$ cat src/rtl/pew_pkg.sv
package pew_pkg;

    localparam int LINES_PER_PAGE = 16;
    localparam int LINE_IDX_W     = $clog2(LINES_PER_PAGE);

    typedef logic [LINE_IDX_W-1:0]     line_idx_t;
    typedef logic [LINES_PER_PAGE-1:0] line_mask_t;

    typedef enum logic {
        ST_IDLE = 1'b0,
        ST_BUSY = 1'b1
    } evict_state_e;

    typedef struct packed {
        line_mask_t pend;    // lines still to be written
        line_idx_t  rot;     // rotation captured at acceptance
        logic       wrote;   // at least one write was owed
    } evict_job_t;

    // physical slot for a logical line, wrapping within the page
    function automatic line_idx_t rot_slot(input line_idx_t line, input line_idx_t rot);
        return line_idx_t'(line + rot);
    endfunction

    // lowest set bit of a line mask (0 when empty)
    function automatic line_idx_t lowest_line(input line_mask_t m);
        line_idx_t r;
        r = '0;
        for (int i = LINES_PER_PAGE - 1; i >= 0; i--) begin
            if (m[i]) r = line_idx_t'(i);
        end
        return r;
    endfunction

endpackage

$ cat src/rtl/pew_rot_table.sv
module pew_rot_table
    import pew_pkg::*;
#(
    parameter int PAGE_W = 4
) (
    input  logic              clk,
    input  logic              rst,
    input  logic [PAGE_W-1:0] rd_page,
    output line_idx_t         rd_rot,
    input  logic              inc_en,
    input  logic [PAGE_W-1:0] inc_page
);
    localparam int NUM_PAGES = 1 << PAGE_W;

    line_idx_t rot_q [NUM_PAGES];

    for (genvar g = 0; g < NUM_PAGES; g++) begin : g_entry
        always_ff @(posedge clk) begin
            if (rst) begin
                rot_q[g] <= '0;
            end else if (inc_en && (inc_page == PAGE_W'(g))) begin
                rot_q[g] <= line_idx_t'(rot_q[g] + 1'b1);
            end
        end
    end

    assign rd_rot = rot_q[rd_page];

endmodule

$ cat src/rtl/pew_line_pick.sv
module pew_line_pick
    import pew_pkg::*;
(
    input  line_mask_t pend,
    output logic       any,
    output line_idx_t  line
);
    assign any  = |pend;
    assign line = lowest_line(pend);
endmodule

$ cat src/rtl/page_evict_writer.sv
module page_evict_writer
    import pew_pkg::*;
#(
    parameter int PAGE_W = 4,
    parameter int DATA_W = 64
) (
    input  logic                      clk,
    input  logic                      rst,
    input  logic                      ev_valid,
    output logic                      ev_ready,
    input  logic [PAGE_W-1:0]         ev_page,
    input  logic                      ev_present,
    input  logic [LINES_PER_PAGE-1:0] ev_dirty,
    output logic                      ev_done,
    output logic                      pres_set,
    output logic [PAGE_W-1:0]         done_page,
    output logic                      rd_req,
    output logic [PAGE_W-1:0]         rd_page,
    output logic [LINE_IDX_W-1:0]     rd_line,
    input  logic [DATA_W-1:0]         rd_data,
    output logic                      wr_valid,
    input  logic                      wr_ready,
    output logic [PAGE_W-1:0]         wr_page,
    output logic [LINE_IDX_W-1:0]     wr_slot,
    output logic [DATA_W-1:0]         wr_data
);
    evict_state_e      state_q;
    evict_job_t        job_q;
    logic [PAGE_W-1:0] page_q;
    line_idx_t         rot_now;
    line_idx_t         cur_line;
    logic              pend_any;
    line_mask_t        need_mask;
    logic              inc_en;

    pew_rot_table #(.PAGE_W(PAGE_W)) u_rot (
        .clk      (clk),
        .rst      (rst),
        .rd_page  (ev_page),
        .rd_rot   (rot_now),
        .inc_en   (inc_en),
        .inc_page (page_q)
    );

    pew_line_pick u_pick (
        .pend (job_q.pend),
        .any  (pend_any),
        .line (cur_line)
    );

    // absent copy: whole page; present copy: dirty lines only
    assign need_mask = ev_present ? line_mask_t'(ev_dirty) : '1;

    always_ff @(posedge clk) begin
        if (rst) begin
            state_q <= ST_IDLE;
            job_q   <= '0;
            page_q  <= '0;
        end else begin
            case (state_q)
                ST_IDLE: begin
                    if (ev_valid) begin
                        state_q     <= ST_BUSY;
                        page_q      <= ev_page;
                        job_q.pend  <= need_mask;
                        job_q.rot   <= rot_now;
                        job_q.wrote <= |need_mask;
                    end
                end
                ST_BUSY: begin
                    if (!pend_any) begin
                        state_q <= ST_IDLE;
                    end else if (wr_ready) begin
                        job_q.pend <= job_q.pend & ~(line_mask_t'(1) << cur_line);
                    end
                end
                default: state_q <= ST_IDLE;
            endcase
        end
    end

    assign ev_ready  = (state_q == ST_IDLE);
    assign wr_valid  = (state_q == ST_BUSY) && pend_any;
    assign ev_done   = (state_q == ST_BUSY) && !pend_any;
    assign pres_set  = ev_done && job_q.wrote;
    assign inc_en    = ev_done && job_q.wrote;
    assign done_page = page_q;

    assign rd_req    = wr_valid;
    assign rd_page   = page_q;
    assign rd_line   = cur_line;

    assign wr_page   = page_q;
    assign wr_slot   = rot_slot(cur_line, job_q.rot);
    assign wr_data   = rd_data;

endmodule

$ cat config.mk
export PLATFORM = sky130hd
export DESIGN_NAME = page_evict_writer
export DESIGN_NICKNAME = d
export VERILOG_FILES = /design/src/rtl/pew_pkg.sv /design/src/rtl/pew_rot_table.sv /design/src/rtl/pew_line_pick.sv /design/src/rtl/page_evict_writer.sv
export SDC_FILE = /design/constraint.sdc
export NUM_CORES = 1
export LEC_CHECK = 0
export CAP_MARGIN = 15
export CORE_MARGIN = 5
export CORE_UTILIZATION = 60
export CTS_CLUSTER_SIZE = 28
export DETAILED_ROUTE_END_ITERATION = 16
export DONT_BUFFER_PORTS = 1
export PLACE_DENSITY_LB_ADDON = 0.08
export REMOVE_ABC_BUFFERS = 1
export SLEW_MARGIN = 40
export SYNTH_ARGS = -nofsm -noshare
export SYNTH_HDL_FRONTEND = slang
export SYNTH_SLANG_ARGS = --single-unit
$ cat constraint.sdc
create_clock -name clk -period 4.9 [get_ports clk]
set_clock_uncertainty 0.1 [all_clocks]
set_input_delay 0.735 -clock clk [delete_from_list [all_inputs] [get_ports clk]]
set_output_delay 0.735 -clock clk [all_outputs]
set_load 0.05 [all_outputs]
==> metrics.md <==
| Metric | Value |
|---|---|
| Unrepaired setup endpoints after global routing | no |
| Clock sink count | 90 |
| Post-Synth Simple-Gate Area | 0.191 |
| R2R Path End | u_rot.rot_q[15][1] |
| Post-synth EDFFs | 64 |
| Met3 wire length | 3320 um |
| Clock latency at the later pin of the worst-skew pair | 0.36 ns |
| Metal2 WL | 7810 um |
| Ports | 178 |
| Detailed-route wire length | 19000 um |
| Reg2Reg Depth | 5 |
| Min Clock Period, post-route | 4.41 ns |
| Slew Limit Headroom | 0.442 |
| Die Span X | 110 um |
| Reg2reg setup slack | 2.05 ns |
| Top FF cell, synth | edfxtp_1 |
| DIE AREA | 0.0121 mm^2 |
| XOR/XNOR share of the synthesized area | 0.0513 |
| Leak pwr | 0.00202 uW |
| Clk buf depth | 2 |
| Ant diodes | 0 |
| Largest family of logic cells by synthesized area | simple AND/OR/NAND/NOR gates |
| IO buf count | 0 |
| Max Used Layer | met5 |
| Max incr delay on CP | 0.51 ns |
| Via count | 4307 |
| H-tree depth | 3 |
| Nets@finish | 587 |
| Mapped Cells | 567 |
| Max Freq | 227 MHz |
| FFs w/ async S/R, synth | 0 |
| Setup Buffers After CTS | 0 |
| Crit-path cells | or3_1, o221ai_1, nand2_1, ha_1, a21o_1, a21oi_1, xor2_1, xnor2_1, buf_4 |
| Netlist cell types | 61 |
| DRC viols | 0 |
| Post-synthesis compound-gate area fraction | 0.118 |
| Status | finished, final reports clean |
| Starting density of the core | 0.614 |
| DRC marker count from the first detailed-route iteration | 342 |
| Global Route Usage Sum | 0.327 |
| Reg-to-reg critical path startpoint | job_q[17] |
| Post-Synthesis Cell Area | 0.00598 mm^2 |
| Post-cts gate resize count | 0 |
| TritonCTS clock tree | built |
| Seq/Total Area, Yosys | 0.409 |
| Data required, critical path | 4.07 ns |
| Setup_tns | 0 ns |
| Row count | 36 |
| Mux contribution to synthesized area | 0.0603 |
| Layout cells sized above 1 | 0.149 |
| Synth warn | 0 |
| Via density | 7.00 |
| Post-CTS Hold Buffers | 0 |
| Tightest Pin Transition | 0.835 ns |
| CTS buffer count | 9 |
| Die H | 110 um |
| Critical-path maximum fanout | 8 |
| Pwr dens | 309 mW/mm^2 |
| M1 WL | 7260 um |
| Vias in the first global route | 4047 |
| Area Overhead vs Synth | -5.32% |
| Hold Vio Cnt, Final | 0 |
| CP max stage cell | o221ai_1 |
| Slew Limit Fails | 0 |
| Worst hold path type | input pin to flip-flop |
| Tcrit/Tclk final | 0.900 |
| Dpl hpwl | 13800 um |
| # Max-Cap Violations | 0 |
| Final setup viols | 0 |
| Area share of fa/ha/maj cells after synthesis | 0.0431 |
| WL per Instance | 30.9 um |
| Detailed Routing Iterations Pass 1 | 5 |
| Yosys reg bits | 90 |
| CP endpoint | wr_slot[3] |
| Avg Synthesized Cell Area | 10.5 um^2 |
| Clk slew on worst S/H paths | 0.08 ns |
| WS Path Type | flip-flop to primary output |
| WP data arrival | 3.57 ns |
| Critical Path Start | job_q[10] |
| Total placed cells including tap cells | 600 |
| Gp weighted congestion | 0.958 |
| Peak supply drop | 0.000182 V |
| Startpoint Class | flip-flop |
| Initial antenna violation count | 0 |
| Final ANT Viol Nets | 0 |
| First-pass GRT wire length | 27900 um |
| Largest net degree at the start of global routing | 53 |
| Clock root cell | clkbuf_8 |
| Element type at the critical path end | primary output |
| Core region area | 0.00973 mm^2 |
| Grt ovf | 0 |
| Fin cells | 615 |
==> layout by cell type, fill, tap and decap left out, types with 4 or more instances in the layout <==
cell,Yosys,routed
inv_1,9,9
nand3_1,20,20
edfxtp_1,64,64
o21a_1,6,6
nor2b_1,8,8
nor3_2,18,18
a21oi_1,25,24
a31oi_1,7,7
a211oi_1,6,6
o22ai_1,8,8
nand4_1,4,4
xor2_1,17,17
ha_1,19,19
mux4_2,16,16
and3_1,20,20
nor4_1,6,6
nand2_1,25,24
o21bai_1,6,6
clkbuf_8,0,9
dfxtp_4,0,4
dfxtp_1,26,22
a22oi_1,8,8
nor2_1,21,21
buf_4,75,5
xnor2_1,18,18
a21o_1,13,13
nor3_1,40,40
o21ai_0,9,9
==> Yosys cell counts (3+ instances only) <==
master	count	area, um^2
buf_6	4	45.0
ha_1	19	238
o21bai_1	6	45.0
a211oi_1	6	45.0
nor2b_1	8	50.1
a31o_2	3	26.3
a22oi_1	8	60.1
and3b_1	3	26.3
o21ai_0	9	45.0
o22ai_1	8	50.1
edfxtp_1	64	1920
inv_1	9	33.8
nand3_1	20	100
nor3_2	18	180
nand2b_1	3	18.8
nand4_1	4	25.0
dfxtp_1	26	521
a31oi_1	7	43.8
xor2_1	17	149
mux4_2	16	360
a21oi_1	25	125
nor4_1	6	37.5
nor3_1	40	200
a21o_1	13	97.6
clkbuf_1	18	67.6
buf_4	75	563
xnor2_1	18	158
and3_1	20	125
nor2_1	21	78.8
nand2_1	25	93.8
buf_2	7	35.0
o21a_1	6	45.0
==> cell type report <==
class                           count  area (um^2)
Multi-Input combinational cell    363         2790
Sequential cell                    90         2460
Timing Repair Buffer                5         37.5
Clock inverter                      4         43.8
Tap cell                          133          166
Clock buffer                       11          131
Inverter                            9         33.8
Fill cell                         854         4070
==> power by group <==
| group | internal [uW] | leakage [uW] | switching [uW] |
|---|---|---|---|
| combinational | 115 | 0.00105 | 230 |
| clock | 230 | 0.0000906 | 253 |
| sequential | 846 | 0.000878 | 71.5 |
==> critical path: cells and delay by family, from the launching register on <==
kind,cells,cell delay (ns)
fa+ha+maj,1,0.37
simple gates,2,0.93
compound gates,3,0.85
xor+xnor,2,0.43
buf+inv,1,0.22
flops,1,0.41
==> cell families (layout without fill, tap and decap cells) <==
family          count (synthesis)  after routing
simple gates                  187            187
buf+inv                       114             29
mux                            16             16
xor+xnor                       35             35
flops                          90             90
compound gates                105            105
fa+ha+maj                      20             20
==> sequential cells by signal (all words and copies together), names as in the netlist <==
| name | count |
|---|---|
| state_q | 1 |
| done_page | 4 |
| u_rot.rot_q | 64 |
| job_q | 21 |
==> how the worst min path moves through the flow <==
stage / startpoint / to / slack (ns) / cells past startpoint
after floorplan: job_q[0] / job_q[0] / 0.33 / 2
after global placement: job_q[0] / job_q[0] / 0.34 / 2
after detailed placement: job_q[0] / job_q[0] / 0.35 / 2
after CTS: rst / done_page[1] / 0.31 / 1
after global routing: rst / job_q[2] / 0.32 / 1
final: rst / job_q[1] / 0.34 / 1
==> stage by stage <==
stage | hold slack [ns] | worst slack [ns] | power (uW) | utilization | instance area, um^2
6_report | 0.344 | 0.491 | 1750 | 0.582 | 5660
5_1_grt | 0.320 | 0.182 | 1830 | 0.582 | 5660
4_1_cts | 0.311 | 0.473 | 1750 | 0.582 | 5660
3_5_place_dp | 0.348 | 0.895 | 1280 | 0.564 | 5490
3_3_place_gp | 0.337 | 0.917 | 1270 | 0.562 | 5470
2_1_floorplan | 0.331 | 0.887 | 1190 | - | 5250
==> per-layer routing <==
| layer | GRT usage | up-vias |
|---|---|---|
| met5 | 0.179 | - |
| met4 | 0.0793 | 10 |
| met3 | 0.240 | 37 |
| met2 | 0.437 | 303 |
| met1 | 0.405 | 2095 |
| li1 | - | 1862 |
Note: power is estimated with default switching activity, not from simulation.
